`src/rtl/spi_ee_pagewr.sv`:
```
module spi_ee_pagewr #(
  parameter int AW      = 8,
  parameter int WR_CLKS = 64
) (
  input  logic          clk,
  input  logic          rst_n,
  input  logic          cs_n,
  input  logic          sck,
  input  logic          si,
  output logic          so_d,
  output logic          so_oe,
  output logic [AW-1:0] arr_addr,
  output logic [7:0]    arr_wdata,
  output logic          arr_we,
  input  logic [7:0]    arr_rdata
);
  localparam int TW = $clog2(WR_CLKS);
  localparam logic [7:0] OP_WEN = 8'h06, OP_WR = 8'h02, OP_RD = 8'h03, OP_ST = 8'h05;

  typedef enum logic [2:0] {S_OP, S_WEN, S_WADR, S_WDAT, S_RADR, S_RDAT, S_STAT, S_IGN} st_t;

  logic [2:0] cs_p, sck_p;
  logic [1:0] si_p;
  logic cs_s, cs_d, sck_s, sck_d, si_s;
  always_ff @(posedge clk or negedge rst_n)
    if (!rst_n) begin
      cs_p <= '1; sck_p <= '0; si_p <= '0;
    end else begin
      cs_p <= {cs_p[1:0], cs_n}; sck_p <= {sck_p[1:0], sck}; si_p <= {si_p[0], si};
    end
  assign cs_s = cs_p[1];
  assign cs_d = cs_p[2];
  assign sck_s = sck_p[1];
  assign sck_d = sck_p[2];
  assign si_s = si_p[1];

  wire cs_rise = cs_s & ~cs_d;
  wire s_rise = ~cs_s & sck_s & ~sck_d;
  wire s_fall = ~cs_s & ~sck_s & sck_d;

  st_t        st;
  logic [2:0] bitcnt, ptr;
  logic [6:0] sh;
  logic [7:0] osh, raddr;
  logic [AW-4:0] wpage;
  logic [7:0] pbuf [8];
  logic [7:0] mask;
  logic got_data, refuse, wel, wip;
  logic [TW-1:0] timer;

  wire [7:0] sh_in = {sh, si_s};
  wire byte_done = (bitcnt == 3'd7);
  wire [7:0] status = {6'd0, wel, wip};
  wire [7:0] src = (st == S_STAT) ? status : (refuse ? 8'hFF : arr_rdata);
  wire go_write = cs_rise && st == S_WDAT && bitcnt == 3'd0 && got_data;
  wire set_wel = cs_rise && st == S_WEN && bitcnt == 3'd0;

  always_ff @(posedge clk or negedge rst_n)
    if (!rst_n) begin
      st <= S_OP; bitcnt <= '0; sh <= '0; ptr <= '0; wpage <= '0; raddr <= '0;
      mask <= '0; got_data <= 1'b0; refuse <= 1'b0; osh <= '0; so_d <= 1'b0; so_oe <= 1'b0;
    end else if (cs_s) begin
      st <= S_OP; bitcnt <= '0; so_oe <= 1'b0;
    end else begin
      if (s_rise) begin
        bitcnt <= bitcnt + 3'd1;
        sh <= sh_in[6:0];
        case (st)
          S_OP: if (byte_done) begin
            refuse <= wip;
            mask <= wip ? mask : '0;
            got_data <= 1'b0;
            case (sh_in)
              OP_WEN:  st <= wip ? S_IGN : S_WEN;
              OP_WR:   st <= (wel && !wip) ? S_WADR : S_IGN;
              OP_RD:   st <= S_RADR;
              OP_ST:   st <= S_STAT;
              default: st <= S_IGN;
            endcase
          end
          S_WEN: st <= S_IGN;
          S_WADR: if (byte_done) begin
            ptr <= sh_in[2:0]; wpage <= sh_in[AW-1:3]; st <= S_WDAT;
          end
          S_WDAT: if (byte_done) begin
            pbuf[ptr] <= sh_in; mask[ptr] <= 1'b1; ptr <= ptr + 3'd1; got_data <= 1'b1;
          end
          S_RADR: if (byte_done) begin raddr <= sh_in; st <= S_RDAT; end
          S_RDAT: if (byte_done) raddr <= raddr + 8'd1;
          default: ;
        endcase
      end
      if (s_fall && (st == S_STAT || st == S_RDAT)) begin
        so_oe <= 1'b1;
        if (bitcnt == 3'd0) begin so_d <= src[7]; osh <= {src[6:0], 1'b0}; end
        else begin so_d <= osh[7]; osh <= {osh[6:0], 1'b0}; end
      end
    end

  always_ff @(posedge clk or negedge rst_n)
    if (!rst_n) begin
      wel <= 1'b0; wip <= 1'b0; timer <= '0;
    end else if (wip) begin
      timer <= timer - 1'b1;
      if (timer == '0) begin wip <= 1'b0; wel <= 1'b0; end
    end else if (go_write) begin
      wip <= 1'b1; timer <= TW'(WR_CLKS - 1);
    end else if (set_wel) begin
      wel <= 1'b1;
    end

  assign arr_we = wip && timer < TW'(8) && mask[timer[2:0]];
  assign arr_addr = wip ? {wpage, timer[2:0]} : raddr;
  assign arr_wdata = pbuf[timer[2:0]];


  we_in_cycle_chk: assert property (@(posedge clk) disable iff (!rst_n) arr_we |-> wip);

  wip_needs_wel_chk: assert property (@(posedge clk) disable iff (!rst_n) wip |-> wel);

  wel_fall_chk: assert property (@(posedge clk) disable iff (!rst_n) $fell(wel) |-> $fell(wip));

  wip_start_chk: assert property (@(posedge clk) disable iff (!rst_n) $rose(wip) |-> $past(cs_rise));

  oe_idle_chk: assert property (@(posedge clk) disable iff (!rst_n) (cs_s && $past(cs_s)) |-> !so_oe);

  so_change_chk: assert property (@(posedge clk) disable iff (!rst_n) !$stable(so_d) |-> $past(s_fall));
endmodule

```
`config.mk`:
```
export PLATFORM = sky130hd
export DESIGN_NAME = spi_ee_pagewr
export DESIGN_NICKNAME = d
export VERILOG_FILES = /design/src/rtl/spi_ee_pagewr.sv
export SDC_FILE = /design/constraint.sdc
export NUM_CORES = 1
export LEC_CHECK = 0
export BUFFER_PORTS_ARGS = -buffer_cell sky130_fd_sc_hd__buf_2
export CAP_MARGIN = 30
export CORE_AREA = 2 2 116 90
export CTS_CLUSTER_DIAMETER = 100
export CTS_CLUSTER_SIZE = 25
export DETAILED_ROUTE_END_ITERATION = 6
export DIE_AREA = 0 0 118 92
export PLACE_DENSITY = 0.81
export SLEW_MARGIN = 20
export SYNTH_ARGS = -nofsm -noshare
export SYNTH_HDL_FRONTEND = slang
export SYNTH_SLANG_ARGS = --single-unit
```
`constraint.sdc`:
```
create_clock -name clk -period 2.5 [get_ports clk]
set_input_delay 0.5 -clock clk [delete_from_list [all_inputs] [get_ports clk]]
set_output_delay 0.5 -clock clk [all_outputs]
set_load 0.01 [all_outputs]
```
# == Word level (Yosys, flattened, before mapping) ==
# Memory sizes are Yosys's and may differ from the RTL's.
# Index checks and enable logic that the tools add are counted.
# word_totals
elab_cells,142
ram_bits,64
in_bits,13
mem_count,1
regBits,65
out_inout_bits,19
# memory_table
memory,words,word_bits,rd,rd_ports_with_merged_regs,wr,line_no,text
pbuf,8,8,1,0,1,46,logic [7:0] pbuf [8];
# op_classes
n_eq_ne,22
n_lt_le_gt_ge,4
bitwise_logic,10
add_sub_neg,4
reduce_logical,34
n_mux,49
# op_table
op,count
$mux 8,9
$mux 3,11
$pmux 8 s2,2
$pmux 3 s4,2
$reduce_and 5->1,4
$mux 1,19
$eq 8x2->1 const B,2
$eq 8x3->1 const B,2
$ne 2x2->1 const B,7
$reduce_bool 2->1,7
$eq 3x3->1 const B,4
$mux 6,2
$logic_and 1x1->1,11
$ne 3x3->1 const B,3
$add 8x1->8 const B,1
$lt 3x4->1 const B,2
$or 8x8->8,1
$reduce_and 4->1,2
$add 3x1->3 const B,2
$eq 3x2->1 const B,2
$logic_not 3->1,2
$logic_not 6->1,1
$lt 6x4->1 const B,1
$pmux 3 s2,1
other kinds (15),23

# == Logic depth before layout (Yosys ltp) ==
# depth
word_depth,8
depth_mapped,7
depth_no_buf,6

# == Worst setup path before layout ==
# Ideal clock, no wire load.
# synth_timing
path_type,flip-flop to flip-flop
from,register bitcnt[0]
to,"memory pbuf[0][0], enable pin"
stages_incl_launch_ff,7
path_buffers,0
arrival_ns,1.786
setup_ns,0.383
path_slack_ns,0.330
required_time_ns,2.117
synth_period_minus_slack_ns,2.170
cell_sequence,dfrtp_1 ha_1 ha_1 nand4bb_4 nor2_1 nand3b_1 nor3_1
# synth_between
elab_chain_len,7
# synth_lines
item,line_no,text
from (decl),42,"logic [2:0] bitcnt, ptr;"
from (signal assigned),66,bitcnt <= bitcnt + 3'd1;
$eq 3x3->1,52,wire byte_done = (bitcnt == 3'd7);
$mux 1,85,S_WDAT: if (byte_done) begin
$mux 1,68,case (st)
$mux 1,65,if (s_rise) begin
$mux 1,62,end else if (cs_s) begin
$logic_and 1x1->1 (implied by the code),86,pbuf[ptr] <= sh_in; mask[ptr] <= 1'b1; ptr <= ptr + 3'd1; got_data <= 1'b1;
$mux 1 (implied by the code),86,
to (decl),46,
# Every way passes these cells.

# == Worst setup path after layout ==
# layout_timing
from,register timer[0]
to,output port arr_wdata[0]
# layout_between
elab_chain_len,1
# layout_lines
item,line_no,text
from (decl),49,logic [TW-1:0] timer;
from (signal assigned),104,timer <= timer - 1'b1;
$mem_v2 8x8,n/a,
to (decl),13,"output logic [7:0] arr_wdata,"
# Every way passes these cells.

==> flow_summary.ini <==
[worst_setup_path]
crit_path_max_fanout = 8
critPathSlowestCell = mux4_2
crit_family = multiplexers
path_cells = clkbuf_16 -> mux4_2 -> mux2_2 -> buf_2
endpoint_kind = primary output
worstSetupPathType = flop to primary output
reg2reg_from = bitcnt[0]$_DFFE_PN0P_
cpPeakStageDelay_ns = 0.50
path_buf_inv = 2
cp.required_ns = 2.00
regToRegSetupSlack_ns = 0.27
worstPathArrival_ns = 1.96
reg2reg_to = wpage[1]$_DFFE_PN0P_
cp.depth = 4
startpoint_type = flop
r2r_cells = 6

[layout]
layout_common_cells = edfxtp_1, dfrtp_1, nor2_1
final_core_util_pct = 67.5
layout_commonest_cell = edfxtp_1
diodes = 0
area_growth_pct = 16.4
drive_gt1_share_pct = 29.6
final_cells = 623
final_nets = 494

[detailed_routing]
detail-route-antenna-nets = 0
via_per_inst = 6.01
vias = 3743
drc = 0
wl_per_cell_um = 19.6
dr.pass1.iters = 5
wirelength_um = 12200
drtIter0Drc = 451

[clock_network]
clock_latency_ns = 0.42
tritoncts = built
clk_pin_slew_ns = 0.06
h-tree-depth = 4
cts_max_path_buffers = 2
clock_sinks = 128
hold_buffers = 0
numCtsBuffers = 17
cts-root-buf = clkbuf_16

[floorplanning]
start_util_pct = 58.0
die_w_um = 118
io-pin-count = 32
core-area_um2 = 9890
rows = 32
die-height_um = 92
die_area_um2 = 10900

[global_route]
grt_max_degree = 65
grt_usage_pct = 24.3
grt_overflow = 0
antenna_found_initial = 0
grt_pass1_wl_um = 19700
grt_pass1_vias = 3691

[sta]
period_needed_ns = 2.46
fmax_mhz = 407
worstMarginPinSlew_ns = 0.802
clock_skew_ns = 0.0114
timing.final.crit_share_pct = 98.4
slew_headroom_pct = 46.5
hold_viol_final = 0
finalSetupViolations = 0
finalMaxSlewViolations = 0

[synth]
synth.cell_area_um2 = 5740
syn-num-nets = 449
yosysWarnings = 0
ys_ff_latch = 128
syn_avg_cell_area_um2 = 13.4
async_reset_ff_share_pct = 50.0
ys_seq_area_share_pct = 61.5
synth_edf_count = 64
synth_cell_type_count = 47
synthFlopType = edfxtp_1
synth_cells = 429

[power_and_ir_drop]
peakVddDrop_uv = 568
power_density_nw_per_um2 = 756
power.leakage_uw = 0.00266

[outcome]
status = finished clean

[placed_design]
gp_congestion = 0.840
numPortBuffers = 31
placedCellCount = 590
dp_hpwl_um = 7640

[flow_run]
max_cap_violations = 0

[min_path]
hold_start = cs_n
hold_class = primary input to flop
hold_end = cs_p[0]$_DFF_PN1_
whs_path_depth = 1
## per-stage QoR
step	setup slack (ns)	instance area [µm²]	total power (µW)	hold WS, ns	TNS, ns
detailed placement	0.327	6110	2850	0.342	0
global route	-0.0172	6680	5200	0.163	-0.0431
global placement	0.423	6110	2830	0.338	0
floorplan	0.330	5740	2680	0.204	0
finish	0.0408	6680	5040	0.178	0
CTS	0.0170	6650	5050	0.165	0
## worst max path at each step
stage,slack (ns),to,from
2_1_floorplan,0.33,pbuf[0][0]$_DFFE_PP_,bitcnt[0]$_DFFE_PN0P_
3_3_place_gp,0.42,wpage[3]$_DFFE_PN0P_,bitcnt[0]$_DFFE_PN0P_
3_5_place_dp,0.33,wpage[2]$_DFFE_PN0P_,bitcnt[0]$_DFFE_PN0P_
4_1_cts,0.02,arr_wdata[6],timer[0]$_DFFE_PN0P_
5_1_grt,-0.02,arr_wdata[0],timer[0]$_DFFE_PN0P_
6_report,0.04,arr_wdata[0],timer[0]$_DFFE_PN0P_
## flip-flops by register name, summed over array words and instances, names as in the netlist, 5 cells and up
name,cells
raddr,8
sh,7
timer,6
osh,7
wpage,5
mask,8
pbuf,64
## cells in the mapped netlist, types with 9 or more instances
cell	n	area share (%)
nor3_1	15	1.3
dfrtp_1	61	27
mux2_2	30	5.9
mux4_2	18	7.1
clkbuf_1	9	0.59
nand2_1	32	2.1
o21ai_0	23	2.0
a21oi_1	24	2.1
edfxtp_1	64	34
buf_2	12	1.0
inv_1	9	0.59
nor2_1	41	2.7
## per-layer routing
metal  GRT usage (%)  vias to the layer above  wire length [µm]
met5               0                        -                 0
met4            10.6                        0               207
met3            7.15                       18               763
met2            37.5                      158              6020
met1            32.3                     1878              5250
li1                -                     1689                 -
## area by class of cell
type                            instances  area [µm²]
Inverter                                9        33.8
Multi-Input combinational cell        266        2050
Fill cell                             652        3210
Clock buffer                           20         450
Sequential cell                       128        3530
Tap cell                              136         170
Timing Repair Buffer                   52         355
Clock inverter                         12        85.1
## cell families (layout without fill, tap and decap cells)
| group | after synthesis | count (layout) | synth area share (%) |
|---|---|---|---|
| flops | 128 | 128 | 61.5 |
| simple gates | 127 | 127 | 11.5 |
| compound gates | 72 | 72 | 7.79 |
| mux | 54 | 54 | 14.0 |
| buf+inv | 35 | 93 | 2.81 |
| fa+ha+maj | 7 | 7 | 1.53 |
| xor+xnor | 6 | 6 | 0.916 |
## what timing repair did
item	CTS	global route
endpoints found under the setup margin	1	6
resized for setup	1	2
pin swaps	0	0
setup buffers	0	0
gates cloned	0	1
## where the power goes
part	internal, µW	switching (µW)
Combinational	126	170
Sequential	2380	152
Clock	1300	912
(Power assumes the default switching activity.)
